### config.mk
export PLATFORM = sky130hd
export DESIGN_NAME = afsk_bit_recovery
export DESIGN_NICKNAME = d
export VERILOG_FILES = /design/src/rtl/afsk_bit_recovery.sv
export SDC_FILE = /design/constraint.sdc
export NUM_CORES = 1
export LEC_CHECK = 0
export BUFFER_PORTS_ARGS = -buffer_cell sky130_fd_sc_hd__clkbuf_2
export CELL_PAD_IN_SITES_DETAIL_PLACEMENT = 1
export CELL_PAD_IN_SITES_GLOBAL_PLACEMENT = 2
export CORE_ASPECT_RATIO = 1.75
export CORE_MARGIN = 4
export CORE_UTILIZATION = 45
export CTS_CLUSTER_DIAMETER = 150
export DETAILED_ROUTE_END_ITERATION = 10
export GPL_ROUTABILITY_DRIVEN = 0
export GPL_TIMING_DRIVEN = 0
export PLACE_DENSITY_LB_ADDON = 0.1
export REMOVE_ABC_BUFFERS = 1
export SYNTH_ARGS = -nofsm -noshare
export SYNTH_HDL_FRONTEND = slang
export SYNTH_SLANG_ARGS = --single-unit
### constraint.sdc
create_clock -name clk -period 16.9 [get_ports clk]
set_input_delay 2.535 -clock clk [delete_from_list [all_inputs] [get_ports clk]]
set_output_delay 2.535 -clock clk [all_outputs]
set_load 0.005 [all_outputs]
### src/rtl/afsk_bit_recovery.sv
module afsk_bit_recovery #(
  parameter int SAMP_W      = 8,
  parameter int DELAY       = 4,
  parameter int ACC_W       = 16,
  parameter int PROD_SHIFT  = 2,
  parameter int PHASE_WRAP  = 64,
  parameter int PHASE_STEP  = 8,
  parameter int PHASE_NUDGE = 1
) (
  input  logic                     clk,
  input  logic                     rst_n,
  input  logic                     smp_valid,
  input  logic signed [SAMP_W-1:0] smp_data,
  output logic                     bit_valid,
  output logic                     bit_out
);
  localparam int PW      = $clog2(PHASE_WRAP) + 2;
  localparam int HALF    = PHASE_WRAP / 2;
  localparam int HIST_W  = 4;
  localparam int MAXGAIN = PHASE_STEP + PHASE_NUDGE;
  localparam int MIN_GAP = (PHASE_WRAP - MAXGAIN + MAXGAIN - 1) / MAXGAIN;
  localparam int Y_LIM   = 2 ** (2 * SAMP_W - PROD_SHIFT);

  logic signed [SAMP_W-1:0]   dly_q [DELAY];
  logic signed [2*SAMP_W-1:0] mul;
  logic signed [ACC_W-1:0]    prod, x_q, y_q, y_nx;
  logic [HIST_W-1:0]          hist_q, hist_nx;
  logic [PW-1:0]              phase_q, ph_adj, ph_sum;
  logic                       trans, wrap, maj, last_q;
  logic [7:0]                 gap_q;

  assign mul     = dly_q[DELAY-1] * smp_data;
  assign prod    = ACC_W'(mul >>> PROD_SHIFT);
  assign y_nx    = x_q + prod + (y_q >>> 1);
  assign hist_nx = {hist_q[HIST_W-2:0], ~y_nx[ACC_W-1] & (|y_nx)};
  assign trans   = &(hist_nx[1:0] ^ hist_nx[3:2]);
  assign ph_adj  = !trans ? phase_q :
                   (phase_q < PW'(HALF)) ? phase_q + PW'(PHASE_NUDGE)
                                          : phase_q - PW'(PHASE_NUDGE);
  assign ph_sum  = ph_adj + PW'(PHASE_STEP);
  assign wrap    = ph_sum >= PW'(PHASE_WRAP);
  assign maj     = (hist_nx[0] & hist_nx[1]) | (hist_nx[0] & hist_nx[2]) |
                   (hist_nx[1] & hist_nx[2]);

  always_ff @(posedge clk) begin
    if (!rst_n) begin
      for (int i = 0; i < DELAY; i++) dly_q[i] <= '0;
      x_q       <= '0;
      y_q       <= '0;
      hist_q    <= '0;
      phase_q   <= '0;
      last_q    <= 1'b0;
      bit_valid <= 1'b0;
      bit_out   <= 1'b0;
    end else begin
      bit_valid <= 1'b0;
      if (smp_valid) begin
        dly_q[0] <= smp_data;
        for (int i = 1; i < DELAY; i++) dly_q[i] <= dly_q[i-1];
        x_q     <= prod;
        y_q     <= y_nx;
        hist_q  <= hist_nx;
        phase_q <= wrap ? ph_sum - PW'(PHASE_WRAP) : ph_sum;
        if (wrap) begin
          last_q    <= maj;
          bit_out   <= ~(maj ^ last_q);
          bit_valid <= 1'b1;
        end
      end
    end
  end

  always_ff @(posedge clk) begin
    if (!rst_n) gap_q <= '0;
    else if (smp_valid) gap_q <= wrap ? 8'd0 : (gap_q == 8'hFF ? gap_q : gap_q + 8'd1);
  end

  p_strobe_cause_r10: assert property (@(posedge clk) disable iff (!rst_n)
    bit_valid |-> $past(smp_valid));
  p_idle_hold_r10: assert property (@(posedge clk) disable iff (!rst_n)
    !smp_valid |=> ($stable(phase_q) && $stable(hist_q) && $stable(y_q) && !bit_valid));
  p_phase_step_r6: assert property (@(posedge clk) disable iff (!rst_n)
    smp_valid |=> (((phase_q + PW'(PHASE_WRAP) - $past(phase_q)) % PW'(PHASE_WRAP)) == PW'(PHASE_STEP)
                || ((phase_q + PW'(PHASE_WRAP) - $past(phase_q)) % PW'(PHASE_WRAP)) == PW'(PHASE_STEP + PHASE_NUDGE)
                || ((phase_q + PW'(PHASE_WRAP) - $past(phase_q)) % PW'(PHASE_WRAP)) == PW'(PHASE_STEP - PHASE_NUDGE)));
  p_phase_range_r7: assert property (@(posedge clk) disable iff (!rst_n)
    phase_q < PW'(PHASE_WRAP));
  p_bit_spacing_r7: assert property (@(posedge clk) disable iff (!rst_n)
    (smp_valid && wrap) |-> (int'(gap_q) + 1 >= MIN_GAP));
  p_no_overflow_r11: assert property (@(posedge clk) disable iff (!rst_n)
    smp_valid |=> (int'(y_q) <= Y_LIM && int'(y_q) >= -Y_LIM));
endmodule

Word-level counts from Yosys, hierarchy flattened:

Memory sizes are Yosys's and may differ from the RTL's.
Cells that the tools add are included.

* bits in registers: 44
* bits in writable memories: 32
* output and inout port bits: 2
* word-level logic and storage cells: 47
* memories: 1

Memory list
* dly_q: words 4, width 8, read ports 4, clocked after Yosys merged registers in 0, wr ports 4, RTL line 24 `logic signed [SAMP_W-1:0] dly_q [DELAY];`

* add/subtract/negate cells: 6
* multiply operators: 1
* order comparisons: 2
* mux-type cells: 12
* bitwise operators: 14
* reductions and logical operators: 4

Operators with widths (number)
* $mux W8: 7
* $add A15 B15 Y16: 1
* $mul A8 B8 Y16: 1
* $reduce_or A16 Y1: 1
* $add A14 B14 Y15: 1
* $add A8 B1 Y8 const B: 1
* $add A8 B4 Y8 const B: 1
* $ge A8 B7 Y1 const B: 1
* $lt A8 B6 Y1 const B: 1
* $sub A8 B1 Y8 const B: 1
* $sub A8 B7 Y8 const B: 1
* $or A1 B1 Y1: 6
* $reduce_and A2 Y1: 3
* $mux W1: 5
* $and A1 B1 Y1: 4
* $not A1 Y1: 2
* $xor A2 B2 Y2: 1
* $xor A1 B1 Y1: 1

Depth between registers and ports, before layout:

Gate-level depths: netlist of the first run.

* depth in word-level cells: 11
* depth in mapped cells: 45
* mapped depth without buffers: 43

Worst setup path after synthesis of the first run:

OpenSTA, ideal clock, no wires.

* path kind: input to register
* start: input smp_data[3]
* end: register last_q
* library setup time: 0.128 ns
* arrival: 10.692 ns
* data required time: 16.772 ns
* path slack: 6.080 ns
* stages on the path: 39
* path through: clkbuf_1 > nand2_1 > fa_1 > fa_1 > fa_1 > fa_1 > inv_1 > ha_1 > nor2b_1 > o21ai_0 > a21oi_1 > o21ai_0 > a21oi_1 > o21ai_0 > a2111oi_0 > a311oi_1 > fa_1 > inv_1 > [... 3 more ...] > a21oi_1 > o21ai_1 > xnor2_1 > nor4_2 > a21oi_1 > ha_1 > and2_4 > buf_4 > mux2i_1 > inv_1 > ha_1 > and3_1 > o21ai_0 > nand4_1 > o41a_1 > nor2_1 > mux2i_1 > nor2_1

* cells in the longest elaborated chain, start to end: 11
* elaborated cells between the ends (all ways): 16
* classes of those cells: add/sub (3); mul (1); order compare (1); mux (1); bitwise (7); reduce/logical (3)

Ends and longest elaborated chain
* start: declaration: RTL line 13 `input logic signed [SAMP_W-1:0] smp_data,`
* $mul A8 B8 Y16 (*): RTL line 32 `assign mul = dly_q[DELAY-1] * smp_data;`
* $add A14 B14 Y15 (*): RTL line 34 `assign y_nx = x_q + prod + (y_q >>> 1);`
* $add A15 B15 Y16 (*): RTL line 34
* $reduce_or A16 Y1 or $not A1 Y1 (tied branches): RTL line 35 `assign hist_nx = {hist_q[HIST_W-2:0], ~y_nx[ACC_W-1] & (|y_nx)};`
* $and A1 B1 Y1 (*): RTL line 35
* via hist_nx[0]: RTL line 27 `logic [HIST_W-1:0] hist_q, hist_nx;`
* $xor A2 B2 Y2: RTL line 36 `assign trans = &(hist_nx[1:0] ^ hist_nx[3:2]);`
* $reduce_and A2 Y1: RTL line 36
* $mux W8: RTL line 37 `assign ph_adj = !trans ? phase_q :`
* $add A8 B4 Y8: RTL line 40 `assign ph_sum = ph_adj + PW'(PHASE_STEP);`
* $ge A8 B7 Y1: RTL line 41 `assign wrap = ph_sum >= PW'(PHASE_WRAP);`
* $reduce_and A2 Y1 (no source line)
* end signal: assignment: RTL line 65 `last_q <= maj;`
* end: declaration: RTL line 29 `logic trans, wrap, maj, last_q;`

The timed path passes the listed nets; every way through them passes the cells marked *.
A chain may end at the register's enable or synchronous reset.

Worst setup path in the final report of the first run:

* start: input smp_data[7]
* end: register last_q

The elaborated chain is that of the path after synthesis.

==> results by group, run 1 <==
Setup path
  – Crit path DAT: 12.11 ns
  – CP Max Fanout: 12
  – Req. time, crit path: 17.10 ns
  – Critical Path End: last_q
  – Most frequent cell on the critical path: inv_1
  – Crit-path slowest cell: fa_1
  – CP Buf/Inv Count: 8
  – Worst Setup SP: smp_data[7]
  – CP max stage delay: 0.56 ns
  – FF-to-FF path depth: 37
  – FF-to-FF End: last_q
  – Crit path launch type: primary input
  – Kind of cell adding the most delay to the critical path: adder cells
  – R2R Path Start: dly_q[0][27]
  – Setup CP Type: in -> reg
  – Worst reg-to-reg setup slack: 6.92 ns
  – Worst Setup End Kind: flop
  – Levels on crit path: 39

Place
  – Hpwl dp: 12.25 mm
  – Port Buf Inserts: 12

Cells and area
  – Fill count: 1721
  – Nets: 871
  – Highest-count cells in the layout ignoring fill and taps: inv_1 (150), fa_1 (72), ha_1 (51)
  – Area Overhead vs Synth: 8.156%
  – # diodes: 0
  – Most common cell after layout, fill and taps aside: inv_1
  – Layout cells sized above 1: 6.334%

Yosys
  – Post-synth EDFFs: 32
  – Number of distinct library cells after synthesis: 63
  – Cell Area, Synth: 6827 um2
  – FFs w/ async S/R, synth: 0%
  – Post-Syn Instances: 730
  – Yosys reg bits: 75
  – Avg Synthesized Cell Area: 9.351 um2
  – Register area share after synthesis: 26.69%
  – YS warnings: 0
  – Predominant post-synthesis flop cell: dfxtp_1

STA
  – Period minus WS final: 11.91 ns
  – Final Cycle Share: 70.45%
  – Slew Limit Fails: 0
  – Fmax: 0.08399 GHz
  – Relative slew margins: 44.27%
  – Worst Clk Skew: 0.01439 ns
  – Unrepaired setup endpoints after global routing: false
  – Total negative slack: 0 ns
  – Final setup violation count: 0
  – Worst slew pin tran: 0.8351 ns
  – Hold Vio Cnt, Final: 0

Route
  – Drt first pass iters: 4
  – DR vias: 4962
  – Via/cell ratio: 5.364
  – Starting DRT DRC Count: 120
  – DR WL/cell: 16.69 um
  – Total Wirelength: 15.43 mm
  – Post-route ant nets: 0
  – DRC: 0

Clocking
  – Clk buf depth: 2
  – Sink Count: 75
  – Post-CTS sizing: 0
  – Setup bufs post-CTS: 0
  – Clk Latency, worst-skew pair: 0.34 ns
  – Cts bufs inserted: 9
  – Clock-pin slew on the worst setup and hold paths: 0.07 ns
  – CTS Root Cell: clkbuf_16
  – Htree depth: 3
  – Post-CTS Hold Fix Bufs: 0
  – CTS tree: done

Pwr
  – Static leakage: 3.494 nW
  – Worst VDD drop: 0.0001530 V
  – Power Total: 0.001521 W
  – Pwr Density: 206.0 nW/um2

Global routing
  – Grt ovf: 0
  – Global-route wire length before repair: 27.00 mm
  – Total GRT Usage: 19.59%
  – Largest net degree at the start of global routing: 66
  – Vias in the first global route: 5729
  – Initial antenna violation count: 0

Floorplan
  – Die X: 101.1 um
  – Top Ports: 13
  – Placeable Area: 14910 um2
  – FP Rows: 59
  – Initial core utilization: 45.78%
  – Die H: 170.9 um
  – Die footprint: 17280 um2

Flow run
  – Max_cap viols: 0

Status
  – Outcome: finished, final reports clean

Min path
  – Hold crit path type: reg -> reg
==> cell families (layout without fill, tap and decap cells) <==
kind of cell,after synthesis,after routing,share of synthesized area [%]
buf+inv,170,182,9.403
simple gates,204,204,15.65
compound gates,104,104,10.50
xor+xnor,35,35,4.491
fa+ha+maj,123,123,30.46
mux,19,19,2.804
flops,75,75,26.69
==> stage by stage <==
| step | setup slack [ns] | util [%] | cell area, um2 | hold WS (ns) | instances |
|---|---|---|---|---|---|
| floorplan | 6.201 | - | 6755 | 0.4563 | 712 |
| global placement | 4.782 | 47.24 | 7044 | 0.4660 | 907 |
| detailed placement | 4.521 | 47.42 | 7072 | 0.4774 | 908 |
| CTS | 4.863 | 49.38 | 7363 | 0.4901 | 924 |
| global route | 4.240 | 49.51 | 7383 | 0.5031 | 925 |
| finish | 4.994 | 49.51 | 7383 | 0.4860 | 925 |
==> how the worst min path moves through the flow <==
stage,startpoint,end,slack (ns),cells past startpoint
CTS,y_q[9],y_q[9],0.49,2
floorplan,x_q[1],x_q[1],0.46,2
global placement,x_q[3],x_q[3],0.47,2
detailed placement,x_q[3],x_q[3],0.48,2
global route,x_q[3],x_q[3],0.50,2
finish,y_q[9],y_q[9],0.49,2
==> worst register-to-register path, delay by kind of cell (launching register included) <==
kind | cells | cell delay [ns]
xor gates and xnor gates | 1 | 0.16
muxes | 2 | 0.63
DFF | 1 | 0.56
AOI/OAI and AO/OA | 13 | 2.79
adders and majority gates | 9 | 3.79
and+or+nand+nor | 8 | 1.56
buffers and inverters | 4 | 0.34
==> flip-flops by register name (all words and copies together) (netlist names) <==
name       count
bit_out        1
bit_valid      1
dly_q         32
hist_q         3
last_q         1
phase_q        8
x_q           14
y_q           15
==> metal layers <==
layer	track usage [%]	part of all wire, %	up-vias
met2	38.37	57	60
met3	2.489	1.9	29
met4	6.597	2.6	0
met5	0	0	-
li1	-	-	2380
met1	20.93	39	2493
==> cell type report <==
class / count / area (um2) / area share, %
timing repair buffer: 14 / 107.6 / 1.457
clock inverter: 7 / 66.31 / 0.8982
clock buffer: 9 / 225.2 / 3.050
multi-input combinational: 485 / 4363 / 59.09
inverter: 152 / 570.5 / 7.728
sequential: 75 / 1822 / 24.67
tap: 183 / 229.0 / 3.101
==> power by group <==
group          internal, W  total, W  switching [W]
sequential        0.000226  0.000246      0.0000199
clock             0.000104  0.000194      0.0000903
combinational     0.000431   0.00108       0.000649
total             0.000761   0.00152       0.000760
==> cells in the mapped netlist (3+ instances only) <==
master    count  area share (%)
and3_1       34             3.1
ha_1         51             9.3
nand2_1      41             2.3
a22o_1        3            0.38
o21ai_1       4            0.29
a211oi_1      8            0.88
a21oi_1      26             1.9
dfxtp_1      43              13
o22ai_1       9            0.82
a211o_1       4            0.51
inv_1       150             8.2
fa_1         72              21
o21ai_0      17             1.2
xor2_1       14             1.8
and2_1       37             3.4
nand2b_1      5            0.46
xnor2_1      21             2.7
buf_1         3            0.16
nor2b_1       6            0.55
clkbuf_1     14            0.77
nor3_1        9            0.66
nand3_1       9            0.66
a21o_1        7            0.77
edfxtp_1     32              14
o21bai_1      4            0.44
nor2_1       45             2.5
mux2i_1      18             2.6
Power figures use the tool's default switching activity.
==> run 2: changes to the inputs <==
--- a/config.mk
+++ b/config.mk
@@ -10,7 +10,7 @@
 export CELL_PAD_IN_SITES_GLOBAL_PLACEMENT = 2
 export CORE_ASPECT_RATIO = 1.75
 export CORE_MARGIN = 4
-export CORE_UTILIZATION = 45
+export CORE_UTILIZATION = 38
 export CTS_CLUSTER_DIAMETER = 150
 export DETAILED_ROUTE_END_ITERATION = 10
 export GPL_ROUTABILITY_DRIVEN = 0
==> constraint.sdc (replaced) <==
create_clock -name clk -period 10.6 [get_ports clk]
set_input_delay 1.59 -clock clk [delete_from_list [all_inputs] [get_ports clk]]
set_output_delay 1.59 -clock clk [all_outputs]
set_load 0.005 [all_outputs]
==> results by group, run 2 (synthesis gave the netlist of run 1 again) <==
Cells and area
  – Nets: 881 (was 871)
  – Highest-count cells in the layout ignoring fill and taps: inv_1 (149), fa_1 (71), ha_1 (49) (was inv_1 (150), fa_1 (72), ha_1 (51))
  – Final core occ: 43.31% (was 49.51%)
  – Area Overhead vs Synth: 11.25% (was 8.156%)
  – # diodes: 0 (unchanged)
  – Biggest register: dly_q (unchanged)
  – Most common cell after layout, fill and taps aside: inv_1 (unchanged)
  – Largest registers: dly_q x32, y_q x15, x_q x14 (unchanged)
  – Layout cells sized above 1: 10.24% (was 6.334%)
  – Register Area: 1822 um2 (unchanged)
  – Fin area: 7595 um2 (was 7383 um2)
  – Area occupied by multi-input gates: 4489 um2 (was 4363 um2)
  – Max FFs per register: 32 (unchanged)
  – Fill count: 2016 (was 1721)

Setup path
  – CP Max Fanout: 9 (was 12)
  – Worst reg-to-reg setup slack: 1.32 ns (was 6.92 ns)
  – Crit path launch type: primary input (unchanged)
  – Worst Setup End Kind: flop (unchanged)
  – FF-to-FF path depth: 34 (was 37)
  – Req. time, crit path: 10.81 ns (was 17.10 ns)
  – Most frequent cell on the critical path: inv_1 (unchanged)
  – Setup CP Type: in -> reg (unchanged)
  – Crit-path slowest cell: fa_1 (unchanged)
  – Crit path DAT: 10.30 ns (was 12.11 ns)
  – R2R Path Start: dly_q[0][24] (was dly_q[0][27])
  – Worst Setup SP: smp_data[7] (unchanged)
  – CP max stage delay: 0.56 ns (about the same)
  – Critical Path End: last_q (unchanged)
  – FF-to-FF End: last_q (unchanged)

STA
  – Hold Vio Cnt, Final: 0 (unchanged)
  – Total negative slack: 0 ns (unchanged)
  – Final setup violation count: 0 (unchanged)
  – Fmax: 0.09911 GHz
  – Period minus WS final: 10.09 ns
  – Worst Clk Skew: 0.01313 ns (was 0.01439 ns)
  – Slew Limit Fails: 0 (unchanged)
  – Worst slew pin tran: 0.8996 ns (was 0.8351 ns)
  – Post-route worst setup slack: 0.5098 ns (was 4.994 ns)
  – Relative slew margins: 39.96% (was 44.27%)
  – Final Cycle Share: 95.19%

Route
  – DR vias: 4945 (was 4962)
  – DRC: 0 (unchanged)
  – Drt first pass iters: 4 (unchanged)
  – Post-route ant nets: 0 (unchanged)
  – DR WL/cell: 16.60 um (was 16.69 um)
  – Starting DRT DRC Count: 125 (was 120)
  – Via/cell ratio: 5.031 (was 5.364)
  – Total Wirelength: 16.32 mm (was 15.43 mm)

Clocking
  – Clk Latency, worst-skew pair: 0.35 ns (was 0.34 ns)
  – Clock-pin slew on the worst setup and hold paths: 0.07 ns (about the same)
  – Cts bufs inserted: 9 (unchanged)
  – Clk buf depth: 2 (unchanged)
  – Htree depth: 3 (unchanged)
  – Sink Count: 75 (unchanged)
  – CTS tree: done (unchanged)
  – Post-CTS Hold Fix Bufs: 0 (unchanged)
  – CTS Root Cell: clkbuf_16 (unchanged)

Global routing
  – Grt ovf: 0 (unchanged)
  – Vias in the first global route: 5579 (was 5729)
  – Largest net degree at the start of global routing: 66 (unchanged)
  – Initial antenna violation count: 0 (unchanged)
  – Global-route wire length before repair: 27.48 mm (was 27.00 mm)
  – Total GRT Usage: 17.64% (was 19.59%)

Place
  – Hpwl dp: 12.64 mm (was 12.25 mm)
  – Area after DPL: 7106 um2 (was 7072 um2)
  – Port Buf Inserts: 12 (unchanged)
  – Pre-CTS setup slack: -0.9665 ns (was 4.521 ns)

Floorplan
  – Die H: 185.3 um (was 170.9 um)
  – Placeable Area: 17540 um2 (was 14910 um2)
  – Die footprint: 20260 um2 (was 17280 um2)
  – Top Ports: 13 (unchanged)
  – Die X: 109.3 um (was 101.1 um)
  – FP Rows: 64 (was 59)
  – Initial core utilization: 38.93% (was 45.78%)

Min path
  – Worst hold path depth: 2 (unchanged)
  – Hold crit path type: reg -> reg (unchanged)

Status
  – Outcome: finished, final reports clean (unchanged)

Flow run
  – Max_cap viols: 0 (unchanged)
## run 2: changes by cell type in the layout (fill, tap and decap cells not counted), moves of 3 or more
cell,change
clkinv_2,+3
o21ai_0,-5
buf_4,+12
xnor2_1,-3
o21ai_2,+4
xnor2_2,+3
## run 2: timing repair
item | CTS | global route
setup buffers | 3 | 8
setup endpoints to repair | 5 | 5
cloned | 0 | 1
pin swaps | 5 | 7
resized for setup | 12 | 23
## run 2: metal layers
layer	vias to the layer above	GRT usage [%]	wire (um)
met1	2498	18.25	6214
li1	2401	-	-
met3	15	2.232	226
met4	0	5.492	248
met5	-	0	0
met2	31	35.40	9628
## run 2: final cells by class
cell class / instances / share of cell area, %
inverters: 152 / 7.545
clock inverters: 5 / 0.5107
multi-input cells: 486 / 59.11
clock buffers: 11 / 3.064
well taps: 231 / 3.806
flip-flops and latches: 75 / 23.99
repair buffers: 23 / 1.977
## run 2: worst max-delay path: cells and delay by family
kind	cells	cell delay, ns
xor gates and xnor gates	2	0.36
adders and majority gates	9	3.89
buffers and inverters	8	0.61
muxes	2	0.47
AOI/OAI and AO/OA	8	1.69
and+or+nand+nor	8	1.69
## run 2: how the worst min path moves through the flow
stage,start,endpoint,slack [ns]
after floorplan,x_q[1],x_q[1],0.46
after global placement,x_q[1],x_q[1],0.47
after detailed placement,y_q[2],y_q[2],0.47
after CTS,y_q[2],y_q[2],0.48
after global routing,x_q[3],x_q[3],0.51
final,x_q[3],x_q[3],0.48
## run 2: stage by stage
step	hold slack, ns	cells
finish	0.4847	983
CTS	0.4831	974
global placement	0.4666	955
floorplan	0.4563	712
global route	0.5073	983
detailed placement	0.4740	955
Power of run 2 is not shown: default switching activity piles up to over one toggle a cycle in this logic, so the estimate is an artifact.
==> run 3: changes to the inputs <==
--- a/config.mk
+++ b/config.mk
@@ -5,12 +5,13 @@
 export SDC_FILE = /design/constraint.sdc
 export NUM_CORES = 1
 export LEC_CHECK = 0
+export ABC_AREA = 1
 export BUFFER_PORTS_ARGS = -buffer_cell sky130_fd_sc_hd__clkbuf_2
 export CELL_PAD_IN_SITES_DETAIL_PLACEMENT = 1
 export CELL_PAD_IN_SITES_GLOBAL_PLACEMENT = 2
 export CORE_ASPECT_RATIO = 1.75
 export CORE_MARGIN = 4
-export CORE_UTILIZATION = 38
+export CORE_UTILIZATION = 35
 export CTS_CLUSTER_DIAMETER = 150
 export DETAILED_ROUTE_END_ITERATION = 10
 export GPL_ROUTABILITY_DRIVEN = 0
==> results by group, run 3 <==
Cells and area
  – Fill count: 2423 (was 2016)
  – Biggest register: dly_q (unchanged)
  – Fin area: 7789 um2 (was 7595 um2)
  – Register Area: 1822 um2 (unchanged)
  – Largest registers: dly_q x32, y_q x15, x_q x14 (unchanged)
  – Most common cell after layout, fill and taps aside: inv_1 (unchanged)
  – Layout cells sized above 1: 9.330% (was 10.24%)
  – Area occupied by multi-input gates: 4184 um2 (was 4489 um2)
  – Max FFs per register: 32 (unchanged)
  – Fin cells: 1156 (was 983)
  – Area Overhead vs Synth: 11.88% (was 11.25%)
  – Nets: 1040 (was 881)
  – # diodes: 0 (unchanged)
  – Highest-count cells in the layout ignoring fill and taps: inv_1 (261), nand2_1 (170), fa_1 (72) (was inv_1 (149), fa_1 (71), ha_1 (49))

Yosys
  – XOR/XNOR share of the synthesized area: 2.983% (was 4.490%)
  – Complex-gate fraction of the synthesized area: 7.261% (was 10.50%)
  – YS warnings: 0 (unchanged)
  – Number of distinct library cells after synthesis: 37 (was 63)
  – Post-Syn Instances: 896 (was 730)
  – Avg Synthesized Cell Area: 7.770 um2 (was 9.351 um2)
  – Multiplexer area fraction after synthesis: 0% (was 2.804%)
  – Yosys reg bits: 75 (unchanged)
  – Main combinational cell family by area after synthesis: adder cells (unchanged)
  – Post-synth EDFFs: 32 (unchanged)
  – Predominant post-synthesis flop cell: dfxtp_1 (unchanged)
  – Cell taking the most area after synthesis: fa_1 (unchanged)
  – Most frequent cells after synthesis: inv_1 (263), nand2_1 (176), fa_1 (72) (was inv_1 (150), fa_1 (72), ha_1 (51))
  – Register area share after synthesis: 26.17% (was 26.69%)
  – Adder-cell share of the synthesized area: 29.87% (was 30.46%)
  – Synth Area in Simple Gates: 18.08% (was 15.65%)
  – FFs w/ async S/R, synth: 0% (unchanged)
  – Largest cells by area after synthesis: fa_1 (21%), inv_1 (14%), edfxtp_1 (14%), dfxtp_1 (12%), nand2_1 (9.5%) (was fa_1 (21%), edfxtp_1 (14%), dfxtp_1 (13%), ha_1 (9.3%), inv_1 (8.2%))
  – Synth top area share: 20.70% (was 21.11%)
  – Most frequent cell after synthesis: inv_1 (unchanged)
  – Cell Area, Synth: 6962 um2 (was 6827 um2)

Global routing
  – Largest net degree at the start of global routing: 48 (was 66)
  – Met1 usage: 15.74% (was 18.25%)
  – Initial antenna violation count: 0 (unchanged)
  – M3 GR Usage: 2.461% (was 2.232%)
  – Grt ovf: 0 (unchanged)
  – Vias in the first global route: 6146 (was 5579)
  – Met2 Usage GRT: 33.10% (was 35.40%)
  – Total GRT Usage: 16.31% (was 17.64%)
  – Busiest grt layer: met2 (unchanged)
  – Global-route wire length before repair: 28.57 mm (was 27.48 mm)

Min path
  – Hold crit path type: reg -> reg (unchanged)
  – Hold_sp: hist_q[2] (was x_q[3])
  – Hold EP: hist_q[2] (was x_q[3])
  – Worst hold path depth: 2 (unchanged)

Floorplan
  – Initial core utilization: 35.42% (was 38.93%)
  – Top Ports: 13 (unchanged)
  – Die X: 114.6 um (was 109.3 um)
  – FP Rows: 68 (was 64)
  – Die footprint: 22300 um2 (was 20260 um2)
  – Die H: 194.6 um (was 185.3 um)
  – Placeable Area: 19650 um2 (was 17540 um2)

Setup path
  – CP max stage delay: 0.55 ns (was 0.56 ns)
  – R2R Path Start: dly_q[0][24] (unchanged)
  – Req. time, crit path: 10.85 ns (was 10.81 ns)
  – FF-to-FF End: last_q (unchanged)
  – Crit path DAT: 10.30 ns (about the same)
  – CP Max Fanout: 6 (was 9)
  – Worst Setup End Kind: flop (unchanged)
  – FF-to-FF path depth: 50 (was 34)
  – Crit-path slowest cell: fa_1 (unchanged)
  – Setup CP Type: in -> reg (unchanged)
  – Crit path launch type: primary input (unchanged)
  – Worst reg-to-reg setup slack: 1.48 ns (was 1.32 ns)
  – Most frequent cell on the critical path: nand2_1 (was inv_1)

STA
  – Post-route worst setup slack: 0.5453 ns (was 0.5098 ns)
  – Final Cycle Share: 94.86% (was 95.19%)
  – Worst slew pin tran: 0.7760 ns (was 0.8996 ns)
  – Hold Vio Cnt, Final: 0 (unchanged)
  – Fmax: 0.09946 GHz (was 0.09911 GHz)
  – Period minus WS final: 10.05 ns (was 10.09 ns)
  – Worst Clk Skew: 0.01011 ns (was 0.01313 ns)
  – Slew Limit Fails: 0 (unchanged)
  – Final setup violation count: 0 (unchanged)
  – Relative slew margins: 48.08% (was 39.96%)

Place
  – Port Buf Inserts: 12 (unchanged)
  – Area after DPL: 7281 um2 (was 7106 um2)
  – Dpl cells: 1133 (was 955)
  – Hpwl dp: 14.04 mm (was 12.64 mm)
  – Pre-CTS setup slack: -1.021 ns (was -0.9665 ns)

Clocking
  – Cts bufs inserted: 9 (unchanged)
  – Htree depth: 3 (unchanged)
  – Clk buf depth: 2 (unchanged)
  – Post-CTS Hold Fix Bufs: 0 (unchanged)
  – Sink Count: 75 (unchanged)
  – CTS Root Cell: clkbuf_16 (unchanged)
  – Clk Latency, worst-skew pair: 0.35 ns (about the same)
  – CTS tree: done (unchanged)
  – Clock-pin slew on the worst setup and hold paths: 0.06 ns (was 0.07 ns)

Route
  – Total Wirelength: 17.26 mm (was 16.32 mm)
  – DRC: 0 (unchanged)
  – Via/cell ratio: 4.750 (was 5.031)
  – DR vias: 5491 (was 4945)
  – Starting DRT DRC Count: 137 (was 125)
  – DR WL/cell: 14.93 um (was 16.60 um)
  – Drt first pass iters: 4 (unchanged)
  – Post-route ant nets: 0 (unchanged)

Flow run
  – Max_cap viols: 0 (unchanged)

Status
  – Outcome: finished, final reports clean (unchanged)
-- run 3: cell types whose count changed in the layout (fill, tap and decap cells not counted), sizes merged, moves of 6 or more --
| cell | before | now |
|---|---|---|
| a211oi | 9 | 0 |
| and2 | 39 | 0 |
| and3 | 34 | 0 |
| inv | 151 | 264 |
| mux2i | 18 | 0 |
| nand2 | 42 | 183 |
| nand3 | 9 | 32 |
| nand4 | 2 | 9 |
| nor2 | 46 | 67 |
| nor2b | 6 | 0 |
| o22ai | 9 | 26 |
| xnor2 | 21 | 7 |
-- run 3: worst max path at each step --
stage,start,end,slack (ns)
after global placement,smp_data[7],last_q,-0.82
after detailed placement,smp_data[7],last_q,-1.02
after CTS,smp_data[7],last_q,0.01
final,smp_data[7],last_q,0.55
after global routing,smp_data[7],last_q,-0.05
after floorplan,smp_data[7],last_q,1.03
-- run 3: area by class of cell --
type / count / share of cell area, %
repair buffers: 21 / 2.104
well taps: 245 / 3.936
flip-flops and latches: 75 / 23.39
multi-input cells: 533 / 53.72
clock buffers: 11 / 2.988
clock inverters: 5 / 0.9960
inverters: 266 / 12.87
-- run 3: per-stage QoR --
stage	utilization (%)	TNS, ns	hold WS [ns]
floorplan	-	0	0.4283
global placement	36.83	-3.480	0.4545
detailed placement	37.04	-4.356	0.4862
CTS	38.74	0	0.5039
global route	39.63	-0.04889	0.5303
finish	39.63	0	0.4963
-- run 3: what timing repair did --
| item | CTS | global route |
|---|---|---|
| pin swaps | 1 | 12 |
| setup endpoints to repair | 5 | 5 |
| resized for setup | 3 | 35 |
| setup buffers | 1 | 6 |
-- run 3: critical path, delay by kind of cell --
kind / cells / cell delay, ns
AO/OA/AOI/OAI: 7 / 1.00
XOR/XNOR: 1 / 0.19
adder cells (fa/ha/maj): 10 / 3.84
buffers and inverters: 10 / 0.98
AND/OR/NAND/NOR: 24 / 2.67
-- run 3: kinds of logic (layout without fill, tap and decap cells) --
| group | count (synthesis) | count (layout) |
|---|---|---|
| buf+inv | 288 | 303 |
| flops | 75 | 75 |
| simple gates | 301 | 301 |
| xor+xnor | 22 | 22 |
| compound gates | 87 | 87 |
| fa+ha+maj | 123 | 123 |
-- run 3: layer usage --
| layer | vias to the layer above | share of wire [%] | routed length [um] |
|---|---|---|---|
| li1 | 2687 | - | - |
| met1 | 2716 | 36 | 6286 |
| met2 | 54 | 59 | 10190 |
| met3 | 34 | 1.6 | 283 |
| met4 | 0 | 2.9 | 504 |
| met5 | - | 0 | 0 |
Power of run 3 is left out for the same reason.
